File: src/rtl/br_pkg.sv
package br_pkg;
  typedef enum logic [2:0] {
    CLS_NONE, CLS_JR, CLS_DJNZ, CLS_JP, CLS_JPHL, CLS_CALL, CLS_RET, CLS_RST
  } br_class_e;

  localparam int TS_W = 5;

  localparam logic [TS_W-1:0] TS_JP       = TS_W'(10);
  localparam logic [TS_W-1:0] TS_JR_TK    = TS_W'(12);
  localparam logic [TS_W-1:0] TS_JR_NT    = TS_W'(7);
  localparam logic [TS_W-1:0] TS_DJ_TK    = TS_W'(13);
  localparam logic [TS_W-1:0] TS_DJ_NT    = TS_W'(8);
  localparam logic [TS_W-1:0] TS_CALL_TK  = TS_W'(17);
  localparam logic [TS_W-1:0] TS_CALL_NT  = TS_W'(10);
  localparam logic [TS_W-1:0] TS_RET_U    = TS_W'(10);
  localparam logic [TS_W-1:0] TS_RET_TK   = TS_W'(11);
  localparam logic [TS_W-1:0] TS_RET_NT   = TS_W'(5);
  localparam logic [TS_W-1:0] TS_RST      = TS_W'(11);
  localparam logic [TS_W-1:0] TS_JPHL     = TS_W'(4);

  function automatic logic [TS_W-1:0] br_cost(br_class_e cls, logic cond, logic taken);
    logic [TS_W-1:0] c;
    c = '0;
    unique case (cls)
      CLS_JP:   c = TS_JP;
      CLS_JR:   c = taken ? TS_JR_TK : TS_JR_NT;
      CLS_DJNZ: c = taken ? TS_DJ_TK : TS_DJ_NT;
      CLS_CALL: c = taken ? TS_CALL_TK : TS_CALL_NT;
      CLS_RET:  c = !cond ? TS_RET_U : (taken ? TS_RET_TK : TS_RET_NT);
      CLS_RST:  c = TS_RST;
      CLS_JPHL: c = TS_JPHL;
      default:  c = '0;
    endcase
    return c;
  endfunction
endpackage

File: src/rtl/br_decode.sv
module br_decode
  import br_pkg::*;
(
  input  logic [7:0] opcode_i,
  output br_class_e  cls_o,
  output logic       cond_o,
  output logic [2:0] ccc_o,
  output logic [2:0] vec_o
);
  always_comb begin
    cls_o  = CLS_NONE;
    cond_o = 1'b0;
    ccc_o  = 3'd0;
    vec_o  = opcode_i[5:3];
    if (opcode_i == 8'h10) begin
      cls_o = CLS_DJNZ;
    end else if (opcode_i == 8'h18) begin
      cls_o = CLS_JR;
    end else if (opcode_i[7:5] == 3'b001 && opcode_i[2:0] == 3'b000) begin
      cls_o  = CLS_JR;
      cond_o = 1'b1;
      ccc_o  = {1'b0, opcode_i[4:3]};
    end else if (opcode_i == 8'hE9) begin
      cls_o = CLS_JPHL;
    end else if (opcode_i[7:6] == 2'b11) begin
      unique case (opcode_i[2:0])
        3'b000: begin cls_o = CLS_RET;  cond_o = 1'b1; ccc_o = opcode_i[5:3]; end
        3'b010: begin cls_o = CLS_JP;   cond_o = 1'b1; ccc_o = opcode_i[5:3]; end
        3'b100: begin cls_o = CLS_CALL; cond_o = 1'b1; ccc_o = opcode_i[5:3]; end
        3'b111: cls_o = CLS_RST;
        3'b001: if (opcode_i[5:3] == 3'b001) cls_o = CLS_RET;
        3'b011: if (opcode_i[5:3] == 3'b000) cls_o = CLS_JP;
        3'b101: if (opcode_i[5:3] == 3'b001) cls_o = CLS_CALL;
        default: cls_o = CLS_NONE;
      endcase
    end
  end
endmodule

File: src/rtl/br_cond_eval.sv
module br_cond_eval #(
  parameter int DW     = 8,
  parameter int SIGN_B = 7,
  parameter int ZERO_B = 6,
  parameter int PAR_B  = 2,
  parameter int CARY_B = 0
) (
  input  logic [DW-1:0] flags_i,
  input  logic [2:0]    ccc_i,
  output logic          met_o
);
  // group order follows cc[2:1]: zero, carry, parity, sign
  logic [3:0] grp;
  logic [7:0] hit;

  assign grp = {flags_i[SIGN_B], flags_i[PAR_B], flags_i[CARY_B], flags_i[ZERO_B]};

  for (genvar i = 0; i < 8; i++) begin : g_cc
    if (i % 2 == 1) begin : g_set
      assign hit[i] = grp[i/2];
    end else begin : g_clr
      assign hit[i] = ~grp[i/2];
    end
  end

  assign met_o = hit[ccc_i];
endmodule

File: src/rtl/br_target.sv
module br_target
  import br_pkg::*;
#(
  parameter int AW = 16,
  parameter int DW = 8
) (
  input  br_class_e     cls_i,
  input  logic          cond_i,
  input  logic          met_i,
  input  logic [2:0]    vec_i,
  input  logic [AW-1:0] pc_i,
  input  logic [DW-1:0] imm8_i,
  input  logic [AW-1:0] imm16_i,
  input  logic [AW-1:0] hl_i,
  input  logic [AW-1:0] ret_addr_i,
  input  logic [DW-1:0] b_i,
  output logic          taken_o,
  output logic [AW-1:0] next_pc_o,
  output logic [DW-1:0] b_o,
  output logic          push_o,
  output logic [AW-1:0] push_addr_o
);
  localparam int EXT = AW - DW;

  logic [AW-1:0] pc_p1, pc_p2, rel_tgt, vec_tgt;
  logic [DW-1:0] b_dec;
  logic          go;

  assign pc_p1   = pc_i + AW'(1);
  assign pc_p2   = pc_i + AW'(2);
  assign rel_tgt = pc_p1 + {{EXT{imm8_i[DW-1]}}, imm8_i};
  assign vec_tgt = AW'({vec_i, 3'b000});
  assign b_dec   = b_i - DW'(1);
  assign go      = !cond_i || met_i;

  always_comb begin
    taken_o     = 1'b0;
    next_pc_o   = pc_i;
    b_o         = b_i;
    push_o      = 1'b0;
    push_addr_o = '0;
    unique case (cls_i)
      CLS_JR: begin
        taken_o   = go;
        next_pc_o = go ? rel_tgt : pc_p1;
      end
      CLS_DJNZ: begin
        b_o       = b_dec;
        taken_o   = (b_dec != '0);
        next_pc_o = (b_dec != '0) ? rel_tgt : pc_p1;
      end
      CLS_JP: begin
        taken_o   = go;
        next_pc_o = go ? imm16_i : pc_p2;
      end
      CLS_CALL: begin
        taken_o     = go;
        next_pc_o   = go ? imm16_i : pc_p2;
        push_o      = go;
        push_addr_o = go ? pc_p2 : '0;
      end
      CLS_RET: begin
        taken_o   = go;
        next_pc_o = go ? ret_addr_i : pc_i;
      end
      CLS_RST: begin
        taken_o     = 1'b1;
        next_pc_o   = vec_tgt;
        push_o      = 1'b1;
        push_addr_o = pc_i;
      end
      CLS_JPHL: begin
        taken_o   = 1'b1;
        next_pc_o = hl_i;
      end
      default: ;
    endcase
  end
endmodule

File: src/rtl/branch_resolver.sv
module branch_resolver
  import br_pkg::*;
#(
  parameter int AW = 16,
  parameter int DW = 8
) (
  input  logic            clk_i,
  input  logic            rst_ni,
  input  logic            valid_i,
  input  logic [DW-1:0]   opcode_i,
  input  logic [DW-1:0]   flags_i,
  input  logic [DW-1:0]   b_i,
  input  logic [AW-1:0]   pc_i,
  input  logic [DW-1:0]   imm8_i,
  input  logic [AW-1:0]   imm16_i,
  input  logic [AW-1:0]   hl_i,
  input  logic [AW-1:0]   ret_addr_i,
  output logic            valid_o,
  output logic            taken_o,
  output logic [AW-1:0]   next_pc_o,
  output logic [DW-1:0]   b_o,
  output logic            push_o,
  output logic [AW-1:0]   push_addr_o,
  output logic [TS_W-1:0] tstates_o
);
  br_class_e     cls;
  logic          cond, met, tk, psh;
  logic [2:0]    ccc, vec;
  logic [AW-1:0] npc, paddr;
  logic [DW-1:0] nb;

  br_decode u_dec (
    .opcode_i (opcode_i[7:0]),
    .cls_o    (cls),
    .cond_o   (cond),
    .ccc_o    (ccc),
    .vec_o    (vec)
  );

  br_cond_eval #(.DW(DW)) u_cc (
    .flags_i (flags_i),
    .ccc_i   (ccc),
    .met_o   (met)
  );

  br_target #(.AW(AW), .DW(DW)) u_tgt (
    .cls_i       (cls),
    .cond_i      (cond),
    .met_i       (met),
    .vec_i       (vec),
    .pc_i        (pc_i),
    .imm8_i      (imm8_i),
    .imm16_i     (imm16_i),
    .hl_i        (hl_i),
    .ret_addr_i  (ret_addr_i),
    .b_i         (b_i),
    .taken_o     (tk),
    .next_pc_o   (npc),
    .b_o         (nb),
    .push_o      (psh),
    .push_addr_o (paddr)
  );

  always_ff @(posedge clk_i or negedge rst_ni) begin
    if (!rst_ni) begin
      valid_o     <= 1'b0;
      taken_o     <= 1'b0;
      next_pc_o   <= '0;
      b_o         <= '0;
      push_o      <= 1'b0;
      push_addr_o <= '0;
      tstates_o   <= '0;
    end else if (valid_i) begin
      valid_o     <= 1'b1;
      taken_o     <= tk;
      next_pc_o   <= npc;
      b_o         <= nb;
      push_o      <= psh;
      push_addr_o <= paddr;
      tstates_o   <= br_cost(cls, cond, tk);
    end else begin
      valid_o     <= 1'b0;
      taken_o     <= 1'b0;
      push_o      <= 1'b0;
      push_addr_o <= '0;
      tstates_o   <= '0;
    end
  end
endmodule

File: config.mk
export PLATFORM = sky130hd
export DESIGN_NAME = branch_resolver
export DESIGN_NICKNAME = d
export VERILOG_FILES = /design/src/rtl/br_pkg.sv /design/src/rtl/br_decode.sv /design/src/rtl/br_cond_eval.sv /design/src/rtl/br_target.sv /design/src/rtl/branch_resolver.sv
export SDC_FILE = /design/constraint.sdc
export NUM_CORES = 1
export LEC_CHECK = 0
export BUFFER_PORTS_ARGS = -buffer_cell sky130_fd_sc_hd__buf_2
export CAP_MARGIN = 20
export CORE_ASPECT_RATIO = 1.2
export CORE_MARGIN = 2
export CORE_UTILIZATION = 35
export CTS_CLUSTER_DIAMETER = 60
export CTS_CLUSTER_SIZE = 14
export DETAILED_ROUTE_END_ITERATION = 6
export GPL_TIMING_DRIVEN = 0
export SLEW_MARGIN = 20
export SYNTH_ARGS = -nofsm -noshare
export SYNTH_HDL_FRONTEND = slang
export SYNTH_SLANG_ARGS = --single-unit
File: constraint.sdc
create_clock -name clk_i -period 1.3 [get_ports clk_i]
set_input_delay 0.13 -clock clk_i [delete_from_list [all_inputs] [get_ports clk_i]]
set_output_delay 0.13 -clock clk_i [all_outputs]
set_load 0.01 [all_outputs]
======== Word level (Yosys, flattened, before mapping) ========
Index checks and enable logic that the tools add are counted.
operators by class
  add/sub/neg operators ................... 4
  magnitude comparators ................... 1
  equality and inequality tests ........... 19
  multiplexer cells ....................... 44
  bitwise operators ....................... 4
  reduce and logical (&&, ||, !) cells .... 10
operators by type and width
  operator               number
  $mux 16                6
  $pmux 16 s6            1
  $mux 3                 14
  $pmux 5 s7             1
  $pmux 16 s2            1
  $eq 3x3->1 const B     7
  $pmux 3 s7             1
  $add 16x1->16 const B  1
  $add 16x16->16         1
  $add 16x2->16 const B  1
  $eq 8x5->1 const B     2
  $eq 3x1->1 const B     4
  $eq 3x2->1 const B     4
  $mux 4                 3
  $mux 1                 10
  $mux 5                 2
  $eq 8x8->1 const B     1
  $mux 8                 1
  $reduce_bool 8->1      1
  $sub 8x1->8 const B    1
  $logic_not 3->1        2
  $lt 3x4->1 const B     1
  $not 1->1              4
  $reduce_or 2->1        2
  10 further kinds       10
storage, ports and cells
  bits in registers ....................... 48
  input bits .............................. 99
  output and inout port bits .............. 48
  logic and storage cells ................. 89

======== Logic depth before layout (Yosys ltp) ========
Gate-level depths: netlist of the first run.
  depth in word-level cells ............... 16
  depth in mapped cells ................... 14
  gate-level depth less buffers ........... 13

======== Cells and area by module ========
A second synthesis of the first run with hierarchy kept.
unflattened totals
  cell total of the unflattened synthesis .. 644
  area, all modules ....................... 5,119.9 sq um
by module, submodules not included
  module           times used  cells each  area an instance (sq um)
  br_target        1           484         3,059.2
  branch_resolver  1           121         1,790.5
  br_decode        1           37          239.0
  br_cond_eval     1           2           31.3

======== Least setup slack after synthesis of the first run ========
No wires, ideal clock.
  path type ............................... input to register
  start ................................... input port pc_i[4]
  end ..................................... register next_pc_o[12]
  arrival ................................. 2.808 ns
  slack ................................... -1.632 ns
  cell stages on the path ................. 14
  path buffers ............................ 2
  path through ............................ clkbuf_1 -> nand2_1 -> or2_2 -> clkbuf_1 -> nor2_1 -> xor2_1 -> ha_1 -> a21oi_1 -> nor2b_1 -> a311oi_1 -> o21ai_0 -> nor3_1 -> nor3_1 -> o31a_1
on the way
  word-level cells in the longest chain between the ends .. 4
RTL lines
  what                        line                              source
  from (decl)                 branch_resolver.sv:13             input logic [AW-1:0] pc_i,
  $add 16x1->16               br_target.sv:29                   assign pc_p1 = pc_i + AW'(1);
  $add 16x16->16              br_target.sv:31                   assign rel_tgt = pc_p1 + {{EXT{imm8_i[DW-1]}}, imm8_i};
  $mux 16 (on tied branches)  br_target.sv:50, br_target.sv:45
  $pmux 16 s6 *               br_target.sv:42                   unique case (cls_i)
  to (signal assigned)        branch_resolver.sv:76             next_pc_o <= npc;
  to (decl)                   branch_resolver.sv:20             output logic [AW-1:0] next_pc_o,
Every way passes the cells marked *; elsewhere a longest branch is shown, timed or not.
A chain may end at the register's enable or synchronous reset.

======== Worst setup path in the final report of the first run ========
  start ................................... input port pc_i[2]
  end ..................................... register next_pc_o[15]
The elaborated chain is that of the path after synthesis.

==> run_results.csv, run 1 <==
group,metric,value,unit
grt,globalRouteTotalUtil,30.68,%
sta,tns,-34.28,ns
job,drv_cap,0,
sta,period_needed,2.493,ns
sta,drv_slew,0,
sta,fin_ws,-1.193,ns
final_layout,final_nets,993,
yosys,synth_area_leaders,"dfrtp_1 25%, nand2_1 5.0%, nor2_1 5.0%, ha_1 5.0%, xor2_1 4.4%",
yosys,yosysWarnings,0,
yosys,syn-cell-area,0.004796,sq mm
yosys,ys_types,83,
floorplan,io_pins,147,
placed_design,port_buffers,131,
yosys,synth_top_area_share,25.05,%
sta,max_freq,401.1,MHz
yosys,ys_top_cells_by_count,"64 x nand2_1, 64 x nor2_1, 48 x dfrtp_1",
sta,relSlewSlack,52.88,%
sta,skew,0,ns
yosys,synth_flop_cell,"dfrtp_1",
min_path,hp-class,"in2reg",
drt,viasPerCell,6.155,
floorplan,start_util,36.07,%
floorplan,fp-row-count,46,
critical_path,crit_arrival,2.73,ns
yosys,synthCells,615,
drt,drtAntennaViolNets,0,
final_layout,area_growth,77.17,%
pwr,power_density,669.4,mW/mm^2
critical_path,worst-r2r-cell-count,2,
sta,rsz0062_at_grt,"yes",
critical_path,endpoint,"next_pc_o[15]",
grt,grt_pass1_vias,6391,
clock_network,clk_path_buf_depth,2,
yosys,async_flop_share,100.0,%
critical_path,reg2reg_slack,0.41,ns
clock_network,cts_tree,"built",
clock_network,clk_pin_slew,0.08,ns
grt,grt-ovfl-total,0,
drt,drt-total-wl,23850,um
drt,drt-wirelength-per-cell,22.87,um
critical_path,cp_max_fo,5,
drt,route.detailed.drc,0,
sta,min_period_over_period,191.8,%
run_status,violations,"setup timing",
yosys,syn-num-nets,734,
floorplan,die_x,110.9,um
clock_network,clk_latency,0.29,ns
sta,holdWs,0.1421,ns
run_status,status,"finished with violations",
sta,tightest_slew,0.7068,ns
critical_path,critical_path_required,1.54,ns
critical_path,rr_endpoint,"next_pc_o[15]",
clock_network,root_buffer,"clkbuf_16",
pwr,p_leak,3.663,nW
yosys,yosysTopAreaCell,"dfrtp_1",
yosys,synth-seq-cells,48,
critical_path,crit_type,"in2reg",
drt,drtPass1Iterations,5,
final_layout,n_antenna_cell,0,
floorplan,core_area,0.01330,sq mm
clock_network,h-tree-depth,2,
yosys,ys_seq_area_share,25.05,%
placed_design,pre_cts_slack,-2.039,ns
clock_network,numCtsBuffers,5,
grt,grt_antenna_before_repair,0,
pwr,irDropWorstVdd,420.0,uV
yosys,synth_edf_count,0,
placed_design,hpwl,15230,um
critical_path,rr_startpoint,"next_pc_o[15]",
critical_path,start_kind,"input pin",
clock_network,cts.sinks,48,
sta,hold_violations,0,
grt,grt_max_degree,49,
drt,drtIter0Drc,700,
final_layout,drive_gt1_share,52.91,%
critical_path,crit_path_start,"pc_i[2]",
drt,via_count,6420,
floorplan,die_area,0.01466,sq mm
floorplan,die_h,132.2,um
placed_design,gp_congestion,0.9627,
yosys,avgSynthCellArea,7.798,sq um
grt,grt_pass1_wl,35580,um
critical_path,cp-end-kind,"flop",
sta,setup_viol,47,
[area by class of cell]
class	instances	area [sq um]
flip-flops and latches	48	1201
plain buffers	43	469.2
well taps	168	210.2
fillers	1070	4798
clock inverters	3	46.29
clock buffers	5	125.1
repair buffers	253	1891
multi-input cells	504	4483
inverters	19	71.32
[metrics by stage]
step | power (mW) | instance area [sq um] | util [%] | instances
after CTS | 5.445 | 7989 | 60.09 | 1028
after detailed placement | 3.351 | 6073 | 45.68 | 914
after floorplan | 2.718 | 5207 | - | 615
after global routing | 5.925 | 8497 | 63.91 | 1043
after global placement | 3.326 | 6073 | 45.68 | 914
final | 5.688 | 8497 | 63.91 | 1043
[routing by layer]
| layer | up-vias | wire length [um] | GRT usage [%] |
|---|---|---|---|
| met4 | 0 | 1389 | 16.04 |
| met1 | 3037 | 8996 | 38.42 |
| met2 | 475 | 11360 | 50.92 |
| li1 | 2784 | - | - |
| met3 | 124 | 2108 | 4.874 |
| met5 | - | 0 | 0 |
[how the worst min path moves through the flow]
stage	startpoint	end	slack, ns	cells after the start
floorplan	rst_ni	b_o[0]	-0.17	0
global placement	valid_i	valid_o	0.26	1
detailed placement	valid_i	valid_o	0.26	1
CTS	rst_ni	push_addr_o[1]	0.08	1
global route	b_i[7]	b_o[7]	0.15	3
finish	b_i[7]	b_o[7]	0.14	3
[placed cells by master, fill, tap and decap left out, types with 6 or more instances in the layout]
cell type	instances
buf_2	121
buf_4	83
nor2_1	52
nand2_1	51
dfrtp_1	48
buf_6	44
a21oi_1	28
o21ai_0	20
o21ai_1	19
nand3_1	16
inv_1	16
xor2_1	15
o211ai_1	15
ha_4	13
buf_8	12
xnor2_1	11
nor2_4	11
buf_12	11
a21oi_2	10
nand2b_1	8
nor3_1	8
mux2i_1	8
o22ai_1	8
nand2_4	8
clkbuf_2	8
clkbuf_8	7
and2_4	7
a22oi_1	6
a211oi_1	6
xor2_2	6
a21o_1	6
xnor2_2	6
clkbuf_16	6
ha_1	6
[critical path, cell delays in order]
cell and delay, ns:
buf_12 0.09, ha_4 0.16, and4_4 0.24, and4_4 0.24, nand2_4 0.06, xnor2_4 0.14, ha_4 0.31, nor2b_4 0.19
and3b_2 0.25, o211a_1 0.22, o21ai_1 0.13, or3b_4 0.40, a31oi_4 0.15
[what timing repair did]
action / 4_1_cts / 5_1_grt
gates resized for setup: 194 / 90
endpoints found under the hold margin: 1 / 48
pin swaps: 71 / 54
setup buffers: 101 / 18
hold buffers: 1 / 1
cloned: 7 / 0
setup endpoints to repair: 47 / 47
[registers in the layout (all words and copies together) (netlist names)]
signal	cells
tstates_o	5
b_o	8
taken_o	1
push_o	1
next_pc_o	16
valid_o	1
push_addr_o	16
[kinds of logic after synthesis]
kind of cell	after synthesis	synth area share (%)
flops	48	25.05
mux	11	2.322
simple gates	237	26.14
buf+inv	65	5.974
xor+xnor	42	7.670
compound gates	192	27.47
fa+ha+maj	20	5.374
[power breakdown]
| group | internal [mW] | switching [mW] | total [mW] | leakage, nW |
|---|---|---|---|---|
| combinational | 1.13 | 1.32 | 2.45 | 2.97 |
| sequential | 1.59 | 0.0582 | 1.65 | 0.608 |
| clock | 0.917 | 0.665 | 1.58 | 0.0804 |
(Power assumes the default switching activity.)
==> run 2, diff against run 1 <==
--- a/config.mk
+++ b/config.mk
@@ -5,7 +5,7 @@
 export SDC_FILE = /design/constraint.sdc
 export NUM_CORES = 1
 export LEC_CHECK = 0
-export BUFFER_PORTS_ARGS = -buffer_cell sky130_fd_sc_hd__buf_2
+export BUFFER_PORTS_ARGS = -buffer_cell sky130_fd_sc_hd__buf_4
 export CAP_MARGIN = 20
 export CORE_ASPECT_RATIO = 1.2
 export CORE_MARGIN = 2
==> run 2 against run 1 <==
Net effect: the run ends with DRC, setup timing left; count of clock-buffer cells in the layout stayed put; largest cell class unchanged; clock power shrank 3%; critical path depth unchanged; total power down 1.7%; setup slack better by 0.022 ns; die area did not move; routed wire length shrank 5.0%; final cell count is 2.1% lower; fmax increased by 0.89%.
==> run_results.csv, run 2 (same netlist as run 1, synthesis figures left out) <==
group,metric,value,unit
run_status,status,"finished with violations",
run_status,violations,"DRC, setup timing",
final_layout,area_growth,73.44,%
sta,skew,0,ns
clock_network,root_buffer,"clkbuf_16",
final_layout,drive_gt1_share,48.65,%
final_layout,n_antenna_cell,0,
critical_path,crit_arrival,2.69,ns
clock_network,cts_tree,"built",
floorplan,start_util,36.07,%
critical_path,crit_type,"in2reg",
drt,drtPass1Iterations,7,
min_path,holdPathStages,2,
critical_path,rr_startpoint,"next_pc_o[5]",
placed_design,dp.cells,914,
pwr,p_leak,3.590,nW
critical_path,reg2reg_slack,0.49,ns
drt,route.detailed.drc,2,
sta,setup_viol,47,
floorplan,fp-row-count,46,
sta,period_needed,2.471,ns
drt,drtIter0Drc,695,
final_layout,nFillCells,1141,
final_layout,final_cells,1021,
grt,grt-ovfl-total,0,
sta,hold_violations,0,
placed_design,pre_cts_slack,-2.001,ns
placed_design,gp_congestion,0.9435,
grt,grt_pass1_wl,33580,um
drt,drtAntennaViolNets,0,
sta,min_period_over_period,190.1,%
critical_path,critical_path_required,1.52,ns
critical_path,start_kind,"input pin",
grt,grt_antenna_before_repair,0,
drt,viasPerCell,5.897,
drt,drt-total-wl,22660,um
placed_design,hpwl,15840,um
grt,globalRouteTotalUtil,28.90,%
grt,grt_max_degree,49,
sta,relSlewSlack,55.77,%
final_layout,final_util,62.56,%
grt,grt_pass1_vias,6084,
sta,max_freq,404.7,MHz
sta,drv_slew,0,
clock_network,clk_latency,0.29,ns
critical_path,critPathTopFamily,"simple AND/OR/NAND/NOR gates",
final_layout,layout_commonest_cell,"buf_4",
min_path,hold_end,"push_addr_o[15]",
drt,drt-wirelength-per-cell,22.19,um
final_layout,final_nets,971,
floorplan,die_x,110.9,um
min_path,hp-start,"pc_i[15]",
floorplan,die_area,0.01466,sq mm
min_path,hp-class,"in2reg",
critical_path,worst-r2r-cell-count,2,
clock_network,h-tree-depth,2,
critical_path,cpPeakStageDelay,0.41,ns
sta,tightest_slew,0.6635,ns
critical_path,cpMaxStageDelayCell,"ha_1",
sta,fin_ws,-1.171,ns
floorplan,core_area,0.01330,sq mm
critical_path,crit_chain,"buf_12 -> ha_4 -> nand3_4 -> or2_4 -> xnor2_2 -> ha_1 -> and2_1 -> nand4_1 -> and3b_2 -> o211a_1 -> o21ai_1 -> or3b_1 -> a31oi_1",
sta,tns,-37.33,ns
clock_network,clk_pin_slew,0.07,ns
clock_network,cts.sinks,48,
critical_path,cp-end-kind,"flop",
pwr,irDropWorstVdd,620.1,uV
clock_network,numCtsBuffers,5,
critical_path,rr_endpoint,"next_pc_o[5]",
job,drv_cap,0,
clock_network,clk_path_buf_depth,2,
critical_path,cp_max_fo,8,
placed_design,port_buffers,131,
critical_path,path_buf_inv,1,
floorplan,io_pins,147,
sta,rsz0062_at_grt,"yes",
floorplan,die_h,132.2,um
pwr,power_density,671.9,mW/mm^2
final_layout,top_regs,"next_pc_o (16), push_addr_o (16), b_o (8)",
final_layout,final_cell_mix,"194 x buf_4, 57 x nor2_1, 52 x nand2_1",
drt,via_count,6021,
==> run 2: changes by cell type in the layout (fill, tap and decap cells not counted), moves of 4 or more <==
cell | previous run | this run
buf_2 | 121 | 3
buf_4 | 83 | 194
buf_6 | 44 | 36
ha_4 | 13 | 8
nor2_1 | 52 | 57
nor2_4 | 11 | 7
o21ai_0 | 20 | 24
o21ai_1 | 19 | 11
==> run 2: routing by layer <==
metal / share of wire (%) / global-route usage, %
met3: 7.5 / 4.690
met2: 48 / 49.86
met4: 4.0 / 10.90
met1: 40 / 36.30
met5: 0 / 0
==> run 2: layout make-up <==
class	instances	area [sq um]	share of cell area, %
Inverter	19	71.32	0.8574
Clock inverter	3	46.29	0.5566
Sequential cell	48	1201	14.44
Tap cell	168	210.2	2.527
Timing Repair Buffer	232	1974	23.74
Clock buffer	5	125.1	1.504
Buffer	44	455.4	5.475
Multi-Input combinational cell	502	4234	50.90
==> run 2: worst max-delay path by stage <==
stage                 start             to  slack (ns)  cells after the start
floorplan           pc_i[1]  next_pc_o[15]       -1.28                     14
global placement    pc_i[1]  next_pc_o[11]       -1.97                     14
detailed placement  pc_i[1]  next_pc_o[11]       -2.00                     14
CTS                 pc_i[1]  next_pc_o[11]       -1.17                     14
global route        pc_i[1]  next_pc_o[13]       -1.30                     13
finish              pc_i[1]  next_pc_o[15]       -1.17                     13
==> run 2: stage by stage <==
stage	power, mW	cell area, sq um	hold WS (ns)
after floorplan	2.718	5207	-0.1656
after global placement	3.473	6401	0.1801
after global routing	5.829	8318	0.1353
after CTS	5.395	7863	0.1332
after detailed placement	3.502	6406	0.1943
final	5.589	8318	0.1439
==> run 2: what timing repair did <==
action,4_1_cts,5_1_grt
pin swaps,56,42
gates resized for setup,140,73
endpoints found under the setup margin,47,47
cloned,4,0
buffers inserted,75,21
hold endpoints to repair,49,0
hold buffers,2,0
==> run 2: power breakdown <==
group / switching, mW / leakage, nW / internal [mW] / total (mW)
clock network: 0.619 / 0.0804 / 0.916 / 1.54
registers: 0.0693 / 0.608 / 1.59 / 1.66
logic: 1.24 / 2.90 / 1.15 / 2.39
==> run 3, diff against run 2 <==
--- a/config.mk
+++ b/config.mk
@@ -7,6 +7,8 @@
 export LEC_CHECK = 0
 export BUFFER_PORTS_ARGS = -buffer_cell sky130_fd_sc_hd__buf_4
 export CAP_MARGIN = 20
+export CELL_PAD_IN_SITES_DETAIL_PLACEMENT = 1
+export CELL_PAD_IN_SITES_GLOBAL_PLACEMENT = 1
 export CORE_ASPECT_RATIO = 1.2
 export CORE_MARGIN = 2
 export CORE_UTILIZATION = 35
@@ -14,6 +16,7 @@
 export CTS_CLUSTER_SIZE = 14
 export DETAILED_ROUTE_END_ITERATION = 6
 export GPL_TIMING_DRIVEN = 0
+export PLACE_DENSITY_LB_ADDON = 0.1
 export SLEW_MARGIN = 20
 export SYNTH_ARGS = -nofsm -noshare
 export SYNTH_HDL_FRONTEND = slang
==> run 3 against run 2 <==
Net effect: the run ends with setup timing left; global-route usage rose by 3.8 points; count of clock-buffer cells in the layout rose by 1; fmax fell by 10%; first-iteration DRC count fell by 9.9%; sequential cell count did not move; sequential share of layout area fell by 0.90 points; setup slack got worse by 0.28 ns; register-to-register slack got worse by 0.05 ns; combinational power rose by 15%; die area did not move; sequential power barely moved; critical path type unchanged; highest routed layer unchanged.
==> run_results.csv, run 3 (same netlist as run 1, synthesis figures left out) <==
group,metric,value,unit
placed_design,port_buffers,131,
final_layout,top_regs,"next_pc_o (16), push_addr_o (16), b_o (8)",
pwr,power_frac_seq,28.9,%
final_layout,n_antenna_cell,0,
min_path,hp-start,"valid_i",
drt,drtPass1Iterations,5,
grt,grt_max_degree,49,
clock_network,cts.sinks,48,
critical_path,crit_type,"in2reg",
critical_path,cp_max_fo,6,
grt,grt_pass1_wl,37400,um
job,drv_cap,0,
sta,skew,0,ns
floorplan,die_h,132.2,um
drt,route.detailed.drc,0,
sta,holdWs,0.06236,ns
floorplan,core_area,0.01330,sq mm
critical_path,crit_arrival,2.97,ns
final_layout,layout_commonest_cell,"buf_4",
sta,tightest_slew,0.7272,ns
sta,rsz0062_at_grt,"yes",
drt,viasPerCell,6.473,
sta,max_freq,363.6,MHz
drt,drtAntennaViolNets,0,
clock_network,clk_pin_slew,0.07,ns
floorplan,start_util,36.07,%
placed_design,placed_cell_area,0.006406,sq mm
sta,period_needed,2.750,ns
final_layout,fin_area,0.008870,sq mm
sta,min_period_over_period,211.6,%
run_status,status,"finished with violations",
clock_network,clk_path_buf_depth,2,
placed_design,gp_congestion,0.9043,
critical_path,critical_path_required,1.52,ns
clock_network,numCtsBuffers,5,
pwr,internal-power,3.638,mW
drt,drt-wirelength-per-cell,28.80,um
clock_network,clk_latency,0.31,ns
pwr,p_leak,3.778,nW
grt,grt_pass1_vias,6505,
pwr,pwr-share-clk,23.9,%
pwr,combPwrFrac,47.2,%
critical_path,reg2reg_slack,0.44,ns
clock_network,cts_tree,"built",
sta,tns,-36.85,ns
final_layout,multi_input_area,0.004534,sq mm
grt,grt-ovfl-total,0,
sta,relSlewSlack,50.27,%
sta,drv_slew,0,
floorplan,fp-row-count,46,
critical_path,rr_startpoint,"next_pc_o[11]",
critical_path,cp-end-kind,"flop",
final_layout,seqCellArea,0.001201,sq mm
sta,setup_viol,47,
final_layout,final_nets,996,
placed_design,dp.cells,914,
drt,drt-total-wl,30120,um
critical_path,crit_chain,"clkbuf_1 -> nand3_1 -> nor4_4 -> nand2_1 -> xnor2_2 -> ha_1 -> or3_1 -> o21ai_1 -> nor3_1 -> or3b_1 -> a31oi_1",
pwr,power,5.840,mW
pwr,p_switching,2.203,mW
critical_path,start_kind,"input pin",
critical_path,crit_path_start,"pc_i[12]",
floorplan,die_area,0.01466,sq mm
critical_path,cpMaxStageDelayCell,"or3_1",
critical_path,critPathTopFamily,"simple AND/OR/NAND/NOR gates",
pwr,irDropWorstVdd,782.3,uV
critical_path,path_buf_inv,1,
min_path,hp-class,"in2reg",
floorplan,io_pins,147,
clock_network,h-tree-depth,2,
final_layout,area_growth,84.95,%
run_status,violations,"setup timing",
final_layout,final_cell_mix,"211 x buf_4, 52 x nor2_1, 49 x nand2_1",
grt,globalRouteTotalUtil,32.74,%
final_layout,nFillCells,1459,
placed_design,hpwl,16810,um
critical_path,cpPeakStageDelay,0.38,ns
pwr,power_density,658.4,mW/mm^2
sta,hold_violations,0,
clock_network,root_buffer,"clkbuf_16",
grt,grt_antenna_before_repair,0,
floorplan,die_x,110.9,um
final_layout,final_cells,1046,
pwr,p_sw_share,37.71,%
sta,fin_ws,-1.450,ns
drt,via_count,6771,
drt,drtIter0Drc,626,
final_layout,drive_gt1_share,55.01,%
## run 3: cell count changes in the layout (fill, tap and decap cells not counted), moves of 5 or more
cell,previous run,this run
buf_4,194,211
a21oi_1,30,22
buf_8,9,16
a21oi_2,9,15
buf_6,36,41
nor2_1,57,52
nor2_2,2,7
## run 3: power groups by stage
stage	Combinational [mW]	Clock [mW]	Sequential (mW)
after floorplan	0.995	0	1.72
after global placement	1.77	0	1.70
after detailed placement	1.82	0	1.70
after CTS	2.28	1.38	1.67
after global routing	2.86	1.45	1.69
final	2.76	1.40	1.69
## run 3: final cells by class
cell class | instances | area share [%]
Timing Repair Buffer | 257 | 25.02
Tap cell | 168 | 2.370
Clock buffer | 6 | 1.566
Buffer | 43 | 5.459
Multi-Input combinational cell | 503 | 51.12
Clock inverter | 2 | 0.1129
Sequential cell | 48 | 13.54
Inverter | 19 | 0.8041
## run 3: path summary, 6_finish.rpt
kind                                  endpoint  depth (start not counted)
worst max-delay path             next_pc_o[15]                         11
min in group asynchronous               b_o[0]                          2
worst min register to register    next_pc_o[1]                          2
worst max register to register   next_pc_o[11]                          2
worst min-delay path                   valid_o                          1
max in group asynchronous       push_addr_o[3]                          2
## run 3: metal layers
metal	global-route usage, %	share of wire (%)	vias to the layer above
met2	56.03	49	490
met4	15.63	6.7	0
met5	0	0	-
li1	-	-	2780
met1	39.80	37	3346
met3	5.793	8.1	155
## run 3: timing repair
item | 4_1_cts | 5_1_grt
hold buffers | 1 | 0
pin swaps | 81 | 75
gates resized for setup | 162 | 127
endpoints found under the setup margin | 47 | 47
hold endpoints to repair | 48 | 0
gates cloned | 2 | 1
buffers inserted | 89 | 38
## run 3: stage by stage
step                setup slack, ns  util, %
finish                       -1.450    66.71
global route                 -1.483    66.71
CTS                          -1.202    60.10
detailed placement           -2.100    48.18
global placement             -2.033    48.15
floorplan                    -1.281        -
## run 3: worst reg2reg max path, delay by kind of cell (launching register included)
kind / cells / cell delay, ns
compound gates: 1 / 0.26
simple gates: 1 / 0.08
flops: 1 / 0.43
